<file path="src/rtl/nibble_cmp_pkg.sv">
package nibble_cmp_pkg;

    localparam int NIB_W  = 4;
    localparam int WORD_W = 10;
    localparam int CYC_W  = 2;
    localparam int DIR_BIT = 8;

    typedef enum logic [3:0] {
        OP_NONE,
        OP_INEM,
        OP_ANEM,
        OP_BNEM,
        OP_YNEI,
        OP_ILEM,
        OP_ALEM,
        OP_BLEM,
        OP_ALEI
    } cmp_op_e;

    typedef struct packed {
        cmp_op_e          op;
        logic             direct;
        logic [NIB_W-1:0] imm;
    } cmp_dec_t;

    typedef struct packed {
        logic              fire;
        cmp_op_e           op;
        logic [NIB_W-1:0]  imm;
        logic [CYC_W-1:0]  cyc;
    } cmp_fire_t;

    localparam logic [WORD_W-1:0] ENC_ANEM = 10'b0000000100;
    localparam logic [WORD_W-1:0] ENC_BNEM = 10'b0001000100;
    localparam logic [WORD_W-1:0] ENC_ALEM = 10'b0000010100;
    localparam logic [WORD_W-1:0] ENC_BLEM = 10'b0011000100;
    localparam logic [5:0] PFX_INEM = 6'b000010;
    localparam logic [5:0] PFX_ILEM = 6'b000011;
    localparam logic [5:0] PFX_YNEI = 6'b000111;
    localparam logic [5:0] PFX_ALEI = 6'b101011;

    function automatic logic direct_capable(cmp_op_e op);
        return (op == OP_INEM) || (op == OP_ANEM) ||
               (op == OP_ILEM) || (op == OP_ALEM);
    endfunction

    function automatic cmp_dec_t decode_word(logic [WORD_W-1:0] w);
        cmp_dec_t d;
        logic [WORD_W-1:0] base;
        base = w;
        base[DIR_BIT] = 1'b0;
        d.imm    = w[NIB_W-1:0];
        d.direct = w[DIR_BIT];
        if (base == ENC_ANEM)      d.op = OP_ANEM;
        else if (base == ENC_BNEM) d.op = OP_BNEM;
        else if (base == ENC_ALEM) d.op = OP_ALEM;
        else if (base == ENC_BLEM) d.op = OP_BLEM;
        else begin
            case (base[WORD_W-1:NIB_W])
                PFX_INEM: d.op = OP_INEM;
                PFX_ILEM: d.op = OP_ILEM;
                PFX_YNEI: d.op = OP_YNEI;
                PFX_ALEI: d.op = OP_ALEI;
                default:  d.op = OP_NONE;
            endcase
        end
        if (d.direct && !direct_capable(d.op)) d.op = OP_NONE;
        if (d.op == OP_NONE) d.direct = 1'b0;
        return d;
    endfunction

endpackage

</file>
<file path="src/rtl/nibble_cmp_decoder.sv">
module nibble_cmp_decoder
    import nibble_cmp_pkg::*;
(
    input  logic [WORD_W-1:0] word,
    output cmp_dec_t          dec
);
    always_comb dec = decode_word(word);
endmodule

</file>
<file path="src/rtl/nibble_cmp_sequencer.sv">
module nibble_cmp_sequencer
    import nibble_cmp_pkg::*;
(
    input  logic      clk,
    input  logic      rst,
    input  logic      word_valid,
    input  cmp_dec_t  dec,
    output cmp_fire_t fire,
    output logic      dir_phase
);
    logic     phase_q;
    cmp_dec_t held_q;

    always_ff @(posedge clk) begin
        if (rst) begin
            phase_q <= 1'b0;
            held_q  <= '{op: OP_NONE, direct: 1'b0, imm: '0};
        end else if (word_valid) begin
            if (phase_q) begin
                phase_q <= 1'b0;
            end else if (dec.direct) begin
                phase_q <= 1'b1;
                held_q  <= dec;
            end
        end
    end

    always_comb begin
        fire = '{fire: 1'b0, op: OP_NONE, imm: '0, cyc: '0};
        if (word_valid) begin
            if (phase_q) begin
                fire = '{fire: 1'b1, op: held_q.op, imm: held_q.imm,
                         cyc: CYC_W'(2)};
            end else if (!dec.direct) begin
                fire = '{fire: 1'b1, op: dec.op, imm: dec.imm,
                         cyc: CYC_W'(1)};
            end
        end
    end

    assign dir_phase = phase_q;
endmodule

</file>
<file path="src/rtl/nibble_cmp_eval.sv">
module nibble_cmp_eval
    import nibble_cmp_pkg::*;
(
    input  cmp_op_e          op,
    input  logic [NIB_W-1:0] imm,
    input  logic [NIB_W-1:0] acc_a,
    input  logic [NIB_W-1:0] reg_b,
    input  logic [NIB_W-1:0] reg_y,
    input  logic [NIB_W-1:0] ram_data,
    output logic             is_cmp,
    output logic             result
);
    always_comb begin
        is_cmp = 1'b1;
        result = 1'b0;
        case (op)
            OP_INEM: result = (imm   != ram_data);
            OP_ANEM: result = (acc_a != ram_data);
            OP_BNEM: result = (reg_b != ram_data);
            OP_YNEI: result = (reg_y != imm);
            OP_ILEM: result = (imm   <= ram_data);
            OP_ALEM: result = (acc_a <= ram_data);
            OP_BLEM: result = (reg_b <= ram_data);
            OP_ALEI: result = (acc_a <= imm);
            default: is_cmp = 1'b0;
        endcase
    end
endmodule

</file>
<file path="src/rtl/nibble_cmp_unit.sv">
module nibble_cmp_unit
    import nibble_cmp_pkg::*;
(
    input  logic                     clk,
    input  logic                     rst,
    input  logic                     word_valid,
    input  logic [WORD_W-1:0]        word,
    input  logic [NIB_W-1:0]         acc_a,
    input  logic [NIB_W-1:0]         reg_b,
    input  logic [NIB_W-1:0]         reg_y,
    input  logic [NIB_W-1:0]         ram_data,
    output logic                     status,
    output logic                     done,
    output logic [CYC_W-1:0]         cycles,
    output logic                     dir_phase
);
    cmp_dec_t  dec;
    cmp_fire_t fire;
    logic      is_cmp;
    logic      result;

    nibble_cmp_decoder u_dec (
        .word (word),
        .dec  (dec)
    );

    nibble_cmp_sequencer u_seq (
        .clk        (clk),
        .rst        (rst),
        .word_valid (word_valid),
        .dec        (dec),
        .fire       (fire),
        .dir_phase  (dir_phase)
    );

    nibble_cmp_eval u_eval (
        .op       (fire.op),
        .imm      (fire.imm),
        .acc_a    (acc_a),
        .reg_b    (reg_b),
        .reg_y    (reg_y),
        .ram_data (ram_data),
        .is_cmp   (is_cmp),
        .result   (result)
    );

    always_ff @(posedge clk) begin
        if (rst) begin
            status <= 1'b0;
            done   <= 1'b0;
            cycles <= '0;
        end else begin
            done <= fire.fire;
            if (fire.fire) begin
                cycles <= fire.cyc;
                if (is_cmp) status <= result;
            end
        end
    end
endmodule

</file>
<file path="config.mk">
export PLATFORM = sky130hd
export DESIGN_NAME = nibble_cmp_unit
export DESIGN_NICKNAME = d
export VERILOG_FILES = /design/src/rtl/nibble_cmp_pkg.sv /design/src/rtl/nibble_cmp_decoder.sv /design/src/rtl/nibble_cmp_sequencer.sv /design/src/rtl/nibble_cmp_eval.sv /design/src/rtl/nibble_cmp_unit.sv
export SDC_FILE = /design/constraint.sdc
export NUM_CORES = 1
export LEC_CHECK = 0
export ABC_CLOCK_PERIOD_IN_PS = 4200
export BUFFER_PORTS_ARGS = -buffer_cell sky130_fd_sc_hd__buf_2
export CAP_MARGIN = 20
export CELL_PAD_IN_SITES_DETAIL_PLACEMENT = 0
export CELL_PAD_IN_SITES_GLOBAL_PLACEMENT = 1
export CORE_UTILIZATION = 42
export CTS_CLUSTER_DIAMETER = 60
export CTS_CLUSTER_SIZE = 16
export DETAILED_ROUTE_END_ITERATION = 10
export GPL_ROUTABILITY_DRIVEN = 0
export PLACE_DENSITY_LB_ADDON = 0.1
export REMOVE_ABC_BUFFERS = 1
export SYNTH_ARGS = -nofsm -noshare
export SYNTH_HDL_FRONTEND = slang
export SYNTH_SLANG_ARGS = --single-unit
</file>
<file path="constraint.sdc">
create_clock -name clk -period 4.2 [get_ports clk]
set_clock_uncertainty 0.1 [all_clocks]
set_input_delay 0 -clock clk [delete_from_list [all_inputs] [get_ports clk]]
set_output_delay 0 -clock clk [all_outputs]
set_load 0.03 [all_outputs]
</file>
# Word-level counts from Yosys, hierarchy flattened
# Cells that the tools add are included.
# totals
input_bits	29
register_bits	13
out_inout_bits	5
wordCells	58
# classes
eq_ne	24
reduce_logical	9
muxes	14
n_lt_le_gt_ge	4
bitwise_logic	1
# op_table
operator	n
$mux 11	3
$eq 4x3->1 const B	6
$mux 4	5
$le 4x4->1	4
$ne 4x4->1	4
$pmux 4 s4	1
$eq 4x2->1 const B	3
$eq 5x2->1 const B	2
$eq 9x3->1 const B	1
$eq 9x5->1 const B	1
$eq 9x7->1 const B	1
$eq 9x8->1 const B	1
$eq 4x1->1 const B	2
$pmux 1 s8	1
$reduce_or 8->1	1
$eq 5x3->1 const B	1
$eq 5x5->1 const B	1
$eq 4x4->1 const B	1
$logic_not 4->1	1
$mux 1	4
$logic_or 1x1->1	3
$reduce_and 3->1	1
$reduce_and 2->1	1
$logic_and 1x1->1	1
2 further kinds	2

# Logic depth before layout (Yosys ltp)
# depth
ltp_word	22
depth_mapped	13
ltp_nobuf	13

# Hierarchy
# From an unflattened synthesis, not the netlist that was laid out.
# hier_totals
hier_cells	173
hier_area_um2	1402.6
# modules_own_cells
module	instances	area_per_inst_um2	cells_each	seq_area_each_um2
nibble_cmp_sequencer	1	606.8	70	180.2
nibble_cmp_eval	1	486.7	67	0.0
nibble_cmp_decoder	1	175.2	24	0.0
nibble_cmp_unit	1	133.9	12	80.1

# Worst setup path before layout
# Ideal clock, no wire load.
# synth_path
kind	register to register
from	reg u_seq.phase_q (netlist: u_seq.dir_phase)
to	reg status
path_stages_with_launch	13
n_path_buf	2
path_slack_ps	1269
required_time_ps	3997
arrival_time_ps	2728
period_less_slack_ps	2931
setup_time_ps	103
path_cell_list	dfxtp_1 -> buf_2 -> clkbuf_1 -> nor2b_1 -> a22oi_1 -> nand2b_1 -> ha_1 -> nor2b_1 -> or4_1 -> o211ai_1 -> or4_1 -> a31oi_1 -> a2111oi_2
# synth_via
elab_chain_cells	6
word_cells_on_any_way	18
cone_classes	2 x order compare; 10 x eq/ne; 4 x mux; 2 x reduce/logical
# synth_rtl
element	line	rtl
from (decl)	nibble_cmp_sequencer.sv:11	logic phase_q;
from (signal assigned)	nibble_cmp_sequencer.sv:16	phase_q <= 1'b0;
from (signal assigned)	nibble_cmp_sequencer.sv:20	phase_q <= 1'b0;
from (signal assigned)	nibble_cmp_sequencer.sv:22	phase_q <= 1'b1;
$mux 11 (*)	nibble_cmp_sequencer.sv:31	if (phase_q) begin
$mux 11 (*)	nibble_cmp_sequencer.sv:30	if (word_valid) begin
parallel branches: the longest is 4 deep, another holds $le 4x4->1	-	
to (signal assigned)	nibble_cmp_unit.sv:56	if (is_cmp) status <= result;
to (decl)	nibble_cmp_unit.sv:12	output logic status,
# Every way passes the cells marked *.
# A chain may end at the register's enable or synchronous reset.

# Worst setup path in the final report
# layout_path
from	in word[0]
to	reg status
# layout_via
elab_chain_cells	21
word_cells_on_any_way	39
cone_classes	2 x order compare; 18 x eq/ne; 11 x mux; 8 x reduce/logical
# layout_rtl
element	line	rtl
from (decl)	nibble_cmp_unit.sv:7	input logic [WORD_W-1:0] word,
$eq 9x8->1	nibble_cmp_pkg.sv:57	else if (base == ENC_BLEM) d.op = OP_BLEM;
$mux 4	nibble_cmp_pkg.sv:57	
$mux 4	nibble_cmp_pkg.sv:56	else if (base == ENC_ALEM) d.op = OP_ALEM;
$mux 4	nibble_cmp_pkg.sv:55	else if (base == ENC_BNEM) d.op = OP_BNEM;
$mux 4	nibble_cmp_pkg.sv:54	if (base == ENC_ANEM) d.op = OP_ANEM;
$eq 4x1->1 / $eq 4x2->1 (equally long branches)	nibble_cmp_pkg.sv:43	return (op == OP_INEM) || (op == OP_ANEM) ||
$logic_or 1x1->1 (2 in a row)	nibble_cmp_pkg.sv:43	
$logic_or 1x1->1	nibble_cmp_pkg.sv:44	(op == OP_ILEM) || (op == OP_ALEM);
$logic_not 1->1	nibble_cmp_pkg.sv:67	if (d.direct && !direct_capable(d.op)) d.op = OP_NONE;
$logic_and 1x1->1	nibble_cmp_pkg.sv:67	
$mux 4	nibble_cmp_pkg.sv:67	
$logic_not 4->1	nibble_cmp_pkg.sv:68	if (d.op == OP_NONE) d.direct = 1'b0;
$mux 1	nibble_cmp_pkg.sv:68	
$mux 11 (*)	nibble_cmp_sequencer.sv:34	end else if (!dec.direct) begin
$mux 11 (*)	nibble_cmp_sequencer.sv:31	
$mux 11 (*)	nibble_cmp_sequencer.sv:30	
parallel branches: the longest is 4 deep, another holds $le 4x4->1	-	
# Marks and branches as above.

==> parameters.txt <==
Parameter                              Value

Run status
  Status ... finished, final reports clean

Logic synthesis
  Synthesized area per cell ... approximately 7.7 sq um
  Yosys top cell by area ... sky130_fd_sc_hd__dfxtp_1
  Distinct cells, synth ... 47
  Summed instance area of the synthesized netlist ... 1440 sq um
  Register area share after synthesis ... around 18%
  Post-synth EDFFs ... 0
  Cell count after synthesis ... about 190
  Share of synthesized registers carrying an async set or reset ... 0%
  Ys flop type ... sky130_fd_sc_hd__dfxtp_1
  Fraction of post-synthesis cell area in the top cell type by area ... between 10% and 20%
  Count of warnings emitted by yosys ... 0
  Cells taking the most area after synthesis ... sky130_fd_sc_hd__dfxtp_1 18%, sky130_fd_sc_hd__ha_1 14%, sky130_fd_sc_hd__nor2b_1 5.6%, sky130_fd_sc_hd__mux2i_1 5.6%, sky130_fd_sc_hd__nand2_1 4.4%
  Flip-flop and latch count after synthesis ... 13

Place
  Post-place instance area ... 1630 sq um
  HPWL reported at the end of detailed placement ... around 3000 um
  Port bufs ... 33

STA
  Portion of the clock cycle consumed by the worst path in the final layout ... between 80% and 90%
  Setup repair after global routing missed its margin ... no
  Max-slew headroom ... approximately 50%
  Minimum clock period after layout ... roughly 3400 ps
  Sum Neg Setup Slack ... 0 ps
  Final Setup Violations ... 0
  Minimum hold slack ... about 13 ps
  Max-slew violations ... 0
  Upper clock frequency limit ... a little under 300 MHz
  Endpoints failing hold ... 0
  Worst Tran Pin Value ... 746 ps

Final layout
  Filler cell count in the final layout ... around 330
  Area grow syn2layout ... 19.9%
  Finished layout cell area ... ~1700 sq um
  Ratio of cells with drive above 1 in the final layout ... 20.6%
  Number of diodes added for antenna fixing ... 0
  Area used by multi-input combinational logic ... approximately 1100 sq um
  Final #Nets ... around 270
  Area of all sequential standard cells ... 260 sq um

Drt
  Drt via density ... between 5 and 6
  First-pass detailed-route iteration total ... 4
  Final ANT Viol Nets ... 0
  Number of design rule violations left after detail routing ... 0
  Avg WL per Cell ... around 14 um
  Via total after detailed routing ... between 1500 and 2000
  Starting DRT DRC Count ... roughly 110
  Total wirelength of the detailed-routed design ... 3860 um

Clock network
  Clock transition at path regs ... 90 ps
  Root Driver ... sky130_fd_sc_hd__clkbuf_4
  CTS tree ... done
  Sink count of the clock tree ... 13
  Post CTS Setup Buffer Count ... 0
  Worst-case clock buffer depth ... 2
  Number of buffers created by CTS ... 3
  Maximum level of the CTS H-tree ... 1
  Worst-Skew Late Latency ... between 200 and 300 ps

Worst setup path
  Crit path max fanout ... 9
  CP top delay family ... simple AND/OR/NAND/NOR gates
  Launching instance or port of the critical path ... word[0]
  Cell with the largest stage delay on the worst path ... sky130_fd_sc_hd__dlygate4sd3_1
  CP Launch Type ... input port
  Worst setup EP type ... flop
  Arr. time, crit path ... between 3000 and 4000 ps
  Data required time of the worst path ... around 4300 ps
  Startpoint-to-endpoint class of the critical path ... in -> reg
  Chain of cells forming the critical path ... dlygate4sd3_1 -> buf_2 -> nor4b_4 -> o2111ai_2 -> nor2b_1 -> a22oi_1 -> nand2b_1 -> ha_1 -> nor2b_1 -> or4_1 -> o211ai_1 -> or4_1 -> a31oi_1 -> a2111oi_2
  Buffering stage count on the worst path with inverters included ... 2
  Reg-to-reg startpoint ... u_seq.dir_phase
  Delay of the slowest cell on the worst path ... approximately 530 ps

Job
  Number of maximum-capacitance violations ... 0

Floorplan
  Die Footprint ... 3670 sq um
  Core footprint ... about 3200 sq um
  Width of the die ... slightly above 60 um
  Row count ... 20
  Number of top-level pins ... 34
  Vertical die dimension ... roughly 61 um
  Initial Utilization ... 45.7%

Pwr
  Ratio of total power to cell area ... ~180 nW/um^2
  Lkg Pwr ... 0.828 nW
  VDD IR-drop max ... between 0.00015 and 0.0002 V

Min path
  Worst hold path startpoint ... word[9]
  Classification of the worst-slack hold path ... in -> reg

Global route
  Overall track demand over capacity in global routing ... approximately a quarter
  GR Overflow Total ... 0
  Global-route wire length before repair ... approximately 6500 um
  Via count of the first global-routing pass ... around 1400
  Pin count of the biggest net entering global routing ... 22
  Initial antenna violation count ... 0
==> worst paths after layout <==
path	endpoint	slack (ps)	cells past startpoint
hold / removal	u_seq.held_q[5]	10	3
setup / recovery	status	780	14
hold reg to reg	cycles[1]	400	2
setup reg to reg	status	1210	10
==> flip-flops by register name, summed over array words and instances, names as in the netlist <==
register and flops:
done 1, u_seq.dir_phase 1, u_seq.held_q 8, status 1
cycles 2
==> final cells by class <==
class / instances / area share, %
Clock buffer: 3 / 1.30
Timing Repair Buffer: 40 / 13.6
Clock inverter: 1 / 0.290
Multi-Input combinational cell: 151 / 63.3
Inverter: 15 / 3.26
Tap cell: 44 / 3.19
Sequential cell: 13 / 15.1
==> metrics by stage <==
step	utilization (%)	std cells	power [W]	setup WS [ps]
2_1_floorplan	-	179	0.000186	1440
3_3_place_gp	51.7	256	0.000224	1240
3_5_place_dp	51.7	256	0.000227	1120
4_1_cts	54.8	267	0.000314	861
5_1_grt	54.8	267	0.000336	558
6_report	54.8	267	0.000313	784
==> metal layers <==
layer / vias up / routed length [um] / global-route usage, %
met5: - / 0 / 0
li1: 757 / - / -
met1: 704 / 1880 / 30.9
met2: 44 / 1770 / 40.5
met4: 0 / 43 / 3.90
met3: 6 / 169 / 4.90
==> report_power, final <==
| group | switching, W | leakage, nW | total (W) | internal, W |
|---|---|---|---|---|
| clock | 0.0000497 | 0.0177 | 0.0000850 | 0.0000353 |
| sequential | 0.00000159 | 0.105 | 0.000127 | 0.000125 |
| combinational | 0.0000571 | 0.705 | 0.000101 | 0.0000438 |
| total | 0.000108 | 0.828 | 0.000313 | 0.000205 |
==> worst reg2reg max path: stages, from the launching register on <==
cell,delay [ps]
sky130_fd_sc_hd__dfxtp_1,820
sky130_fd_sc_hd__nor2b_1,140
sky130_fd_sc_hd__a22oi_1,180
sky130_fd_sc_hd__nand2b_1,170
sky130_fd_sc_hd__ha_1,250
sky130_fd_sc_hd__nor2b_1,130
sky130_fd_sc_hd__or4_1,390
sky130_fd_sc_hd__o211ai_1,100
sky130_fd_sc_hd__or4_1,130
sky130_fd_sc_hd__a31oi_1,100
sky130_fd_sc_hd__a2111oi_2,360
==> logic make-up after synthesis <==
kind of cell    count (synthesis)  synth area share [%]
flops                          13                  18.1
mux                             9                  6.34
fa+ha+maj                      16                  13.9
compound gates                 43                  21.8
buf+inv                        22                  6.08
simple gates                   83                  33.9
==> repair_timing <==
item	CTS	global route
hold endpoints to repair	10	0
resized for setup	0	0
hold buffers	7	0
==> synth_stat cells, drive strengths merged (4+ instances only) <==
cell type / n
a21oi: 12
and2: 5
buf: 4
dfxtp: 13
ha: 16
inv: 15
mux2i: 8
nand2: 17
nand2b: 4
nand3: 6
nand4: 4
nor2: 16
nor2b: 13
nor3: 4
o21ai: 6
==> placed cells by master, fill, tap and decap left out, drive strengths merged, types with 2 or more instances in the layout <==
cell / n
nor2: 16
dlygate4sd3: 7
ha: 16
nor3: 4
nor4: 2
o41ai: 3
a21oi: 12
a32oi: 3
nor2b: 13
buf: 33
inv: 15
a22oi: 2
nand2: 17
o2111ai: 2
or4: 3
mux2i: 8
o21ai: 6
clkbuf: 3
dfxtp: 13
o211ai: 3
nand3: 6
nor4b: 3
nand2b: 4
and2: 5
nand4: 4
Power figures use the tool's default switching activity.
